==> config.mk <==
export PLATFORM = sky130hd
export DESIGN_NAME = seg_mem_seq
export DESIGN_NICKNAME = d
export VERILOG_FILES = /design/src/rtl/seg_mem_pkg.sv /design/src/rtl/smu_addr_gen.sv /design/src/rtl/smu_lane_plan.sv /design/src/rtl/smu_rd_merge.sv /design/src/rtl/smu_seq_ctrl.sv /design/src/rtl/seg_mem_seq.sv
export SDC_FILE = /design/constraint.sdc
export NUM_CORES = 1
export LEC_CHECK = 0
export ABC_CLOCK_PERIOD_IN_PS = 2700
export BUFFER_PORTS_ARGS = -buffer_cell sky130_fd_sc_hd__buf_2
export CAP_MARGIN = 20
export CORE_ASPECT_RATIO = 0.7
export CORE_UTILIZATION = 34
export DETAILED_ROUTE_END_ITERATION = 10
export HOLD_SLACK_MARGIN = 0.06
export PLACE_DENSITY = 0.54
export SLEW_MARGIN = 20
export SYNTH_ARGS = -nofsm -noshare
export SYNTH_HDL_FRONTEND = slang
export SYNTH_HIERARCHICAL = 1
export SYNTH_SLANG_ARGS = --single-unit
==> constraint.sdc <==
create_clock -name clk -period 2.7 [get_ports clk]
set_input_delay 0.27 -clock clk [delete_from_list [all_inputs] [get_ports clk]]
set_output_delay 0.27 -clock clk [all_outputs]
set_load 0.02 [all_outputs]
==> src/rtl/seg_mem_pkg.sv <==
// Package: shared types for the segmented data access sequencer.
// Assumes: used by every module of the block; holds no logic.
package seg_mem_pkg;

    // Sequencer phase: idle, first bus cycle, second (split-word) bus cycle.
    typedef enum logic [1:0] {
        SEQ_IDLE   = 2'd0,
        SEQ_FIRST  = 2'd1,
        SEQ_SECOND = 2'd2
    } seq_state_e;

endpackage

==> src/rtl/smu_addr_gen.sv <==
// Module: smu_addr_gen
// Forms the physical address from segment and offset, and the address that
// follows a latched base address. Both sums wrap modulo 2^PA_W.
// Assumes: PA_W >= SEG_W + SEG_SHIFT is not required; excess bits drop.
module smu_addr_gen #(
    parameter int SEG_W     = 16,
    parameter int OFF_W     = 16,
    parameter int PA_W      = 20,
    parameter int SEG_SHIFT = 4
) (
    input  logic [SEG_W-1:0] seg,
    input  logic [OFF_W-1:0] off,
    input  logic [PA_W-1:0]  base_pa,
    output logic [PA_W-1:0]  phys_pa,
    output logic [PA_W-1:0]  next_pa
);

    // Shifted segment plus offset, truncated to the address width.
    always_comb begin
        phys_pa = (PA_W'(seg) << SEG_SHIFT) + PA_W'(off);
    end

    // Address of the byte after the base, for the second half of a split word.
    always_comb begin
        next_pa = base_pa + PA_W'(1);
    end

endmodule

==> src/rtl/smu_lane_plan.sv <==
// Module: smu_lane_plan
// Chooses lane strobes and steers write bytes for the current bus cycle.
// A full-width cycle is a word at an even address. Every other cycle moves
// one byte on lane (addr_lsb XOR second).
// Assumes: a 16-bit bus of two lanes; 'second' is only set for split words.
module smu_lane_plan #(
    parameter int BYTE_W = 8
) (
    input  logic                active,
    input  logic                second,
    input  logic                word,
    input  logic                addr_lsb,
    input  logic [2*BYTE_W-1:0] wdata,
    output logic [1:0]          be,
    output logic [2*BYTE_W-1:0] lane_wdata,
    output logic                full,
    output logic                lane_sel
);

    localparam int LANES = 2;

    logic [BYTE_W-1:0] src_byte;

    // Width and single-lane selection for this cycle.
    always_comb begin
        full     = word & ~addr_lsb;
        lane_sel = addr_lsb ^ second;
        src_byte = second ? wdata[BYTE_W +: BYTE_W] : wdata[0 +: BYTE_W];
    end

    // Per-lane strobe and data steering.
    for (genvar l = 0; l < LANES; l++) begin : g_lane
        always_comb begin
            be[l] = active & (full | (lane_sel == 1'(l)));
            if (!active) begin
                lane_wdata[l*BYTE_W +: BYTE_W] = '0;
            end else if (full) begin
                lane_wdata[l*BYTE_W +: BYTE_W] = wdata[l*BYTE_W +: BYTE_W];
            end else if (lane_sel == 1'(l)) begin
                lane_wdata[l*BYTE_W +: BYTE_W] = src_byte;
            end else begin
                lane_wdata[l*BYTE_W +: BYTE_W] = '0;
            end
        end
    end

endmodule

==> src/rtl/smu_rd_merge.sv <==
// Module: smu_rd_merge
// Builds load data in little-endian order from the lanes. A full cycle
// takes both lanes. A first single-lane cycle fills the low byte and clears
// the high byte. A second cycle fills the high byte.
// Assumes: 'capture' is raised only on completed load cycles.
module smu_rd_merge #(
    parameter int BYTE_W = 8
) (
    input  logic                clk,
    input  logic                rst_n,
    input  logic                capture,
    input  logic                full,
    input  logic                second,
    input  logic                lane_sel,
    input  logic [2*BYTE_W-1:0] bus_rdata,
    output logic [2*BYTE_W-1:0] rdata
);

    logic [BYTE_W-1:0] lane_byte;

    // Byte from the lane used by a single-lane cycle.
    always_comb begin
        lane_byte = lane_sel ? bus_rdata[BYTE_W +: BYTE_W] : bus_rdata[0 +: BYTE_W];
    end

    // Result register, updated only on a completed load cycle.
    always_ff @(posedge clk) begin
        if (!rst_n) begin
            rdata <= '0;
        end else if (capture) begin
            if (full) begin
                rdata <= bus_rdata;
            end else if (!second) begin
                rdata <= {{BYTE_W{1'b0}}, lane_byte};
            end else begin
                rdata[BYTE_W +: BYTE_W] <= lane_byte;
            end
        end
    end

endmodule

==> src/rtl/smu_seq_ctrl.sv <==
// Module: smu_seq_ctrl
// Phase sequencer. It latches a request while idle, then advances one bus
// cycle per sampled ready. It inserts a second cycle for a word at an odd
// address and pulses done once after the final cycle.
// Assumes: request fields are valid in the clock req_valid is taken.
module smu_seq_ctrl #(
    parameter int PA_W   = 20,
    parameter int DATA_W = 16
) (
    input  logic                          clk,
    input  logic                          rst_n,
    input  logic                          req_valid,
    input  logic                          req_word,
    input  logic                          req_write,
    input  logic [DATA_W-1:0]             req_wdata,
    input  logic [PA_W-1:0]               req_pa,
    input  logic                          bus_ready,
    output seg_mem_pkg::seq_state_e       state,
    output logic [PA_W-1:0]               base_pa,
    output logic                          word_q,
    output logic                          write_q,
    output logic [DATA_W-1:0]             wdata_q,
    output logic                          capture,
    output logic                          done
);

    import seg_mem_pkg::*;

    logic accept;
    logic split;
    logic last;

    // Control decodes for the current phase.
    always_comb begin
        accept  = (state == SEQ_IDLE) & req_valid;
        split   = word_q & base_pa[0];
        capture = (state != SEQ_IDLE) & bus_ready;
        last    = (state == SEQ_SECOND) | ~split;
    end

    // Phase register.
    always_ff @(posedge clk) begin
        if (!rst_n) begin
            state <= SEQ_IDLE;
        end else begin
            case (state)
                SEQ_IDLE:   if (req_valid) state <= SEQ_FIRST;
                SEQ_FIRST:  if (bus_ready) state <= split ? SEQ_SECOND : SEQ_IDLE;
                SEQ_SECOND: if (bus_ready) state <= SEQ_IDLE;
                default:    state <= SEQ_IDLE;
            endcase
        end
    end

    // Request capture while idle.
    always_ff @(posedge clk) begin
        if (!rst_n) begin
            base_pa <= '0;
            word_q  <= 1'b0;
            write_q <= 1'b0;
            wdata_q <= '0;
        end else if (accept) begin
            base_pa <= req_pa;
            word_q  <= req_word;
            write_q <= req_write;
            wdata_q <= req_wdata;
        end
    end

    // One-clock completion pulse after the final ready.
    always_ff @(posedge clk) begin
        if (!rst_n) begin
            done <= 1'b0;
        end else begin
            done <= capture & last;
        end
    end

endmodule

==> src/rtl/seg_mem_seq.sv <==
// Module: seg_mem_seq (top)
// Data-side access sequencer. It turns segment:offset byte/word requests
// into one or two byte-lane cycles on a 16-bit bus with a 20-bit address,
// in little-endian byte order.
// Assumes: bus_ready is driven only while bus_req is high; two lanes.
module seg_mem_seq #(
    parameter int SEG_W     = 16,
    parameter int OFF_W     = 16,
    parameter int PA_W      = 20,
    parameter int SEG_SHIFT = 4,
    parameter int BYTE_W    = 8
) (
    input  logic                clk,
    input  logic                rst_n,
    input  logic                req_valid,
    output logic                req_rdy,
    input  logic [SEG_W-1:0]    req_seg,
    input  logic [OFF_W-1:0]    req_off,
    input  logic                req_word,
    input  logic                req_write,
    input  logic [2*BYTE_W-1:0] req_wdata,
    output logic                bus_req,
    output logic                bus_we,
    output logic [PA_W-1:0]     bus_addr,
    output logic [1:0]          bus_be,
    output logic [2*BYTE_W-1:0] bus_wdata,
    input  logic [2*BYTE_W-1:0] bus_rdata,
    input  logic                bus_ready,
    output logic                done,
    output logic [2*BYTE_W-1:0] rdata
);

    import seg_mem_pkg::*;

    localparam int DATA_W = 2 * BYTE_W;

    seq_state_e        state;
    logic [PA_W-1:0]   phys_pa;
    logic [PA_W-1:0]   next_pa;
    logic [PA_W-1:0]   base_pa;
    logic              word_q;
    logic              write_q;
    logic [DATA_W-1:0] wdata_q;
    logic              capture;
    logic              second;
    logic              full;
    logic              lane_sel;
    logic              rd_capture;

    smu_addr_gen #(
        .SEG_W     (SEG_W),
        .OFF_W     (OFF_W),
        .PA_W      (PA_W),
        .SEG_SHIFT (SEG_SHIFT)
    ) u_addr (
        .seg     (req_seg),
        .off     (req_off),
        .base_pa (base_pa),
        .phys_pa (phys_pa),
        .next_pa (next_pa)
    );

    smu_seq_ctrl #(
        .PA_W   (PA_W),
        .DATA_W (DATA_W)
    ) u_ctrl (
        .clk       (clk),
        .rst_n     (rst_n),
        .req_valid (req_valid),
        .req_word  (req_word),
        .req_write (req_write),
        .req_wdata (req_wdata),
        .req_pa    (phys_pa),
        .bus_ready (bus_ready),
        .state     (state),
        .base_pa   (base_pa),
        .word_q    (word_q),
        .write_q   (write_q),
        .wdata_q   (wdata_q),
        .capture   (capture),
        .done      (done)
    );

    // Bus-side decodes of the phase.
    always_comb begin
        second     = (state == SEQ_SECOND);
        bus_req    = (state != SEQ_IDLE);
        req_rdy    = (state == SEQ_IDLE);
        bus_we     = bus_req & write_q;
        bus_addr   = second ? next_pa : base_pa;
        rd_capture = capture & ~write_q;
    end

    smu_lane_plan #(
        .BYTE_W (BYTE_W)
    ) u_lane (
        .active     (bus_req),
        .second     (second),
        .word       (word_q),
        .addr_lsb   (base_pa[0]),
        .wdata      (wdata_q),
        .be         (bus_be),
        .lane_wdata (bus_wdata),
        .full       (full),
        .lane_sel   (lane_sel)
    );

    smu_rd_merge #(
        .BYTE_W (BYTE_W)
    ) u_merge (
        .clk       (clk),
        .rst_n     (rst_n),
        .capture   (rd_capture),
        .full      (full),
        .second    (second),
        .lane_sel  (lane_sel),
        .bus_rdata (bus_rdata),
        .rdata     (rdata)
    );

endmodule

==> impl_metrics.env, run 1 <==
export IMPL_cap_violations=0
export IMPL_postCtsHoldBufs=0
export IMPL_hold_class="in -> reg"
export IMPL_port_buffers=127
export IMPL_vdd_ir_drop_worst_v=0.000275
export IMPL_power_density_nw_per_um2=578
export IMPL_route_antenna_remaining_nets=0
export IMPL_synth_seq_cells=57
export IMPL_core_area_um2=11700
export IMPL_synth_top_family_by_area="simple AND/OR/NAND/NOR gates"
export IMPL_status="completed"
export IMPL_synth_cell_types=54
export IMPL_boundaryPins=128
export IMPL_cts_sinks=57
export IMPL_antenna_found_initial=0
export IMPL_cts_root_buffer="clkbuf_16"
export IMPL_die_x_um=133
export IMPL_viasPerCell=4.88
export IMPL_cts_setup_buffers=0
export IMPL_rows=33
export IMPL_clockBufferDepth=2
export IMPL_first_iter_violations=142
export IMPL_startpoint_type="flop"
export IMPL_htreeDepth=3
export IMPL_routed_wl_um=10500
export IMPL_yosys_area_share_simple_pct=21.5
export IMPL_worst_path_max_fanout=6
export IMPL_synth_top_area_cell="dfxtp_1"
export IMPL_fin_skew_ps=3.67
export IMPL_seq_area_frac_synth_pct=27.9
export IMPL_worst_ep_arrival_time_ps=2180
export IMPL_period_share_pct=90.9
export IMPL_grt_ovfl_total=0
export IMPL_fin_crit_ps=2450
export IMPL_crit_start="u_ctrl/base_pa[2]$_SDFFE_PN0P_"
export IMPL_die_y_um=93.8
export IMPL_cts_buffers=9
export IMPL_fin_tns_setup_ps=0
export IMPL_synth_area_leaders="dfxtp_1 28%, mux2i_1 11%, nand2_1 9.4%"
export IMPL_rsz0062_at_grt="no"
export IMPL_drcViolationCount=0
export IMPL_num_fill_cells=1188
export IMPL_synth_edf_count=0
export IMPL_diodes=0
export IMPL_worstPathRequired_ps=2430
export IMPL_clk_latency_ps=330
export IMPL_tritoncts="built"
export IMPL_slew_headroom_pct=51.3
export IMPL_fin_util_pct=43.9
export IMPL_cts_resized_gates=0
export IMPL_gr_usage_all_layers_pct=17.2
export IMPL_synth_compound_area_share_pct=14.4
export IMPL_setup_viol=0
export IMPL_avgSynthCellArea_um2=8.73
export IMPL_r2r_start="u_ctrl/state[1]$_SDFFE_PN0P_"
export IMPL_nets=671
export IMPL_synthAdderAreaFrac_pct=4.46
export IMPL_grt_pass1_wl_um=17000
export IMPL_ys_flop_type="dfxtp_1"
export IMPL_worstHoldStart="req_wdata[12]"
export IMPL_postSynthCellCount=469
export IMPL_clkTransAtPathRegs_ps=50
export IMPL_syn_area_um2=4090
export IMPL_p_leak_nw=2.31
export IMPL_synthMuxAreaShare_pct=18.5
export IMPL_synthesis_nets=553
export IMPL_yosys_warnings=6
export IMPL_grt_pass1_vias=3434
export IMPL_synthTopCellsByCount="103 x nand2_1, 57 x dfxtp_1, 46 x mux2i_1"
export IMPL_gp_congestion=0.820
export IMPL_tightest_slew_ps=731
export IMPL_postSynth_asyncResetShare_pct=0
export IMPL_grt_max_degree=51
export IMPL_worstSetupEndpointType="output pin"
export IMPL_via_count=3652
export IMPL_synth_top_area_share_pct=27.9
export IMPL_wire_per_inst_um=14.0
export IMPL_yosysMostFrequentCell="nand2_1"
export IMPL_dr_pass1_iters=4
export IMPL_area_growth_pct=25.7
export IMPL_crit_type="reg -> out"
export IMPL_slew_violations=0
export IMPL_initial_utilization_pct=34.9
export IMPL_drive_gt1_share_pct=31.4
export IMPL_hold_viol=0
export IMPL_yosys_area_share_xor_xnor_pct=7.06
export IMPL_die_area_um2=12500
export IMPL_place_detailed_hpwl_um=7790
export IMPL_fmax_mhz=407
## stage by stage
| step | hold slack, ps | power [mW] | instances | setup slack, ps | cell area [µm²] |
|---|---|---|---|---|---|
| final | 183 | 2.97 | 749 | 246 | 5150 |
| after floorplan | 408 | 1.43 | 469 | 786 | 4090 |
| after global routing | 179 | 3.12 | 749 | 72.1 | 5150 |
| after CTS | 176 | 3.01 | 749 | 222 | 5150 |
| after global placement | 439 | 1.59 | 733 | 552 | 4790 |
| after detailed placement | 443 | 1.60 | 733 | 507 | 4790 |
## report_power, final
group | switching, mW | internal, mW
logic | 0.331 | 0.281
clock network | 0.400 | 0.991
registers | 0.0651 | 0.905
## worst max-delay path, cell delays in order, from the launching register on
cell and delay, ps:
dfxtp_1 410, nand3_1 200, nor3_2 490, nand4_1 190
xnor2_1 150, mux2_4 250, buf_2 160
## cells in the final DEF, fill, tap and decap left out, types with 9 or more instances in the layout
cell type | synthesis | final
a21oi_1 | 17 | 17
xor2_1 | 13 | 13
xnor2_1 | 20 | 20
mux2i_1 | 46 | 46
nand3_1 | 20 | 20
nand2_1 | 103 | 103
dfxtp_1 | 57 | 57
mux2_4 | 19 | 19
clkbuf_16 | 0 | 9
nor2b_1 | 14 | 14
buf_2 | 5 | 127
o21ai_0 | 10 | 10
ha_1 | 13 | 13
## logic make-up after synthesis
group | count (synthesis)
AO/OA/AOI/OAI | 83
XOR/XNOR | 33
adder cells (fa/ha/maj) | 14
buffers and inverters | 35
flip-flops | 57
multiplexers | 66
AND/OR/NAND/NOR | 181
## final timing paths
check | to | slack (ps) | depth (start not counted)
max | bus_addr[19] | 250 | 6
min | u_ctrl/wdata_q[12]$_SDFFE_PN0P_ | 180 | 3
max reg2reg | u_merge/rdata[0]$_SDFFE_PN0P_ | 640 | 6
min reg2reg | u_merge/rdata[3]$_SDFFE_PN0P_ | 460 | 1
## flip-flops by register name (all words and copies together), names as in the netlist
register	cells
u_ctrl/done	1
u_ctrl/wdata_q	16
u_ctrl/base_pa	20
u_ctrl/write_q	1
u_ctrl/state	2
u_ctrl/word_q	1
u_merge/rdata	16
## per-layer routing
metal,GRT usage (%),wire length [µm],vias to the layer above
li1,-,-,1889
met1,24.1,5590,1673
met2,25.3,4260,81
met3,5.12,555,9
met4,4.26,93,0
met5,0,0,-
## area by class of cell
type                    count  area [µm²]  area share (%)
repair buffers            135         721            14.0
multi-input cells         377        2700            52.5
clock buffers              10         229            4.45
clock inverters             6         130            2.53
flip-flops and latches     57        1140            22.2
inverters                   7        26.3           0.510
well taps                 157         196            3.82
Power figures use the tool's default switching activity.
==> run 2, diff against run 1 <==
ABC_AREA = 1   (was default)
PLACE_DENSITY = 0.63   (was 0.54)
==> impl_metrics.env, run 2 <==
export IMPL_crit_type="reg -> out"
export IMPL_cts_sinks=57
export IMPL_drive_gt1_share_pct=23.3
export IMPL_place_area_um2=5350
export IMPL_crit_chain="nor2_1 > inv_1 > clkinv_1 > a21oi_1 > buf_2"
export IMPL_largest_reg_flops=20
export IMPL_synth_top_family_by_area="simple AND/OR/NAND/NOR gates"
export IMPL_worstSetupEndpointType="output pin"
export IMPL_rows=35
export IMPL_top_register="u_ctrl/base_pa"
export IMPL_hold_viol=0
export IMPL_critical_path_top_delay_family="buffers and inverters"
export IMPL_cts_resized_gates=0
export IMPL_cts_setup_buffers=0
export IMPL_startpoint_type="flop"
export IMPL_slowest_stage="dfxtp_1"
export IMPL_syn_area_um2=4690
export IMPL_htreeDepth=3
export IMPL_diodes=0
export IMPL_power_switching_mw=0.958
export IMPL_tightest_slew_ps=859
export IMPL_synthesis_nets=858
export IMPL_first_iter_violations=339
export IMPL_power_density_nw_per_um2=516
export IMPL_grt_max_degree=43
export IMPL_finalPower_mw=2.93
export IMPL_cp_num_buf_inv=3
export IMPL_avgSynthCellArea_um2=6.07
export IMPL_cts_buffers=9
export IMPL_drcViolationCount=0
export IMPL_clockBufferDepth=2
export IMPL_combPwrFrac_pct=24.6
export IMPL_die_area_um2=14300
export IMPL_grt_ovfl_total=0
export IMPL_fin_tns_setup_ps=0
export IMPL_ys_flop_type="dfxtp_1"
export IMPL_rsz0062_at_grt="no"
export IMPL_wire_per_inst_um=12.3
export IMPL_worst_path_max_fanout=17
export IMPL_worstPathRequired_ps=2430
export IMPL_port_buffers=127
export IMPL_p_leak_nw=2.99
export IMPL_routed_wl_um=13300
export IMPL_place_detailed_hpwl_um=9950
export IMPL_yosysMostFrequentCell="nand2_1"
export IMPL_setup_viol=0
export IMPL_synth_compound_area_share_pct=10.4
export IMPL_clk_latency_ps=320
export IMPL_postSynthCellCount=774
export IMPL_slew_violations=0
export IMPL_seq_area_frac_synth_pct=24.3
export IMPL_p_clk_share_pct=41.6
export IMPL_p_int_mw=1.97
export IMPL_yosys_area_share_simple_pct=43.9
export IMPL_hold_ws_ps=181
export IMPL_fin_skew_ps=7.57
export IMPL_fin_util_pct=42.6
export IMPL_boundaryPins=128
export IMPL_worst_ep_arrival_time_ps=2190
export IMPL_gp_congestion=0.825
export IMPL_gr_usage_all_layers_pct=19.0
export IMPL_core_area_um2=13300
export IMPL_final_common_cell="nand2_1"
export IMPL_synthAdderAreaFrac_pct=3.89
export IMPL_die_x_um=142
export IMPL_via_count=4965
export IMPL_viasPerCell=4.61
export IMPL_grt_pass1_wl_um=21400
export IMPL_fin_crit_ps=2460
export IMPL_postCtsHoldBufs=0
export IMPL_period_share_pct=91.1
export IMPL_initial_utilization_pct=35.3
export IMPL_fmax_mhz=407
export IMPL_grt_pass1_vias=4290
export IMPL_dr_pass1_iters=5
export IMPL_p_sw_share_pct=32.7
export IMPL_power_frac_seq_pct=33.7
export IMPL_cpPeakStageDelay_ps=590
export IMPL_route_antenna_remaining_nets=0
export IMPL_slew_headroom_pct=42.6
export IMPL_synth_top_area_share_pct=24.3
export IMPL_cts_root_buffer="clkbuf_16"
export IMPL_synth_top_area_cell="dfxtp_1"
export IMPL_hold_class="in -> reg"
export IMPL_vdd_ir_drop_worst_v=0.000311
export IMPL_nets=971
export IMPL_synth_seq_cells=57
export IMPL_synth_area_leaders="dfxtp_1 24%, nand2_1 18%, nor2_1 9.2%"
export IMPL_top_regs="u_ctrl/base_pa: 20 flops, u_ctrl/wdata_q: 16 flops, u_merge/rdata: 16 flops"
export IMPL_antenna_found_initial=0
export IMPL_synth_cell_types=38
export IMPL_synthMuxAreaShare_pct=0
export IMPL_finish_instance_area_um2=5670
export IMPL_ff2ff_setup_slack_ps=750
export IMPL_cap_violations=0
export IMPL_area_growth_pct=20.8
export IMPL_final_cell_mix="227 x nand2_1, 127 x buf_2, 115 x nor2_1"
export IMPL_yosys_area_share_xor_xnor_pct=4.10
export IMPL_tritoncts="built"
export IMPL_clkTransAtPathRegs_ps=60
export IMPL_synthTopCellsByCount="227 x nand2_1, 115 x nor2_1, 81 x inv_1"
export IMPL_status="completed"
export IMPL_die_y_um=100
export IMPL_synth_edf_count=0
export IMPL_yosys_warnings=6
export IMPL_postSynth_asyncResetShare_pct=0
run 2: power groups by stage:
stage	sequential, mW	clock [mW]	combinational (mW)
2_1_floorplan	1.00	0	0.520
3_3_place_gp	1.00	0	0.716
3_5_place_dp	1.00	0	0.719
4_1_cts	0.987	1.26	0.721
5_1_grt	0.999	1.29	0.813
6_report	0.988	1.22	0.722
run 2: cells by family (layout without fill, tap and decap cells):
family / after synthesis / after routing
adders and majority gates: 14 / 14
buffers and inverters: 125 / 243
xor gates and xnor gates: 22 / 22
DFF: 57 / 57
and+or+nand+nor: 466 / 466
AOI/OAI and AO/OA: 90 / 90
run 2: routing by layer:
layer	wire [µm]	track usage [%]	vias to the layer above
met5	0	0	-
met3	759	4.48	8
li1	-	-	2642
met1	7140	28.3	2173
met4	78	3.47	0
met2	5300	27.6	142
run 2: area by class of cell:
| cell class | count | area (µm²) |
|---|---|---|
| multi-input cells | 592 | 2930 |
| flip-flops and latches | 57 | 1140 |
| clock buffers | 9 | 225 |
| well taps | 185 | 231 |
| repair buffers | 135 | 696 |
| inverters | 92 | 357 |
| fillers | 1472 | 7640 |
| clock inverters | 7 | 95.1 |
run 2: final timing paths:
| kind | from | endpoint | depth (start not counted) |
|---|---|---|---|
| min reg2reg | u_ctrl/write_q$_SDFFE_PN0P_ | u_ctrl/write_q$_SDFFE_PN0P_ | 2 |
| max | u_ctrl/state[1]$_SDFFE_PN0P_ | bus_wdata[15] | 5 |
| max reg2reg | u_ctrl/state[1]$_SDFFE_PN0P_ | u_ctrl/wdata_q[6]$_SDFFE_PN0P_ | 5 |
| min | req_wdata[1] | u_ctrl/wdata_q[1]$_SDFFE_PN0P_ | 3 |
run 2: worst reg2reg max path, delay by kind of cell (launching register included):
kind	cells	cell delay, ps
and+or+nand+nor	4	700
buffers and inverters	1	740
DFF	1	440
run 2: metrics by stage:
| step | setup WS (ps) | std cells |
|---|---|---|
| after global routing | 29.6 | 1077 |
| final | 241 | 1077 |
| after global placement | 632 | 1061 |
| after detailed placement | 577 | 1061 |
| after CTS | 215 | 1077 |
| after floorplan | 767 | 774 |
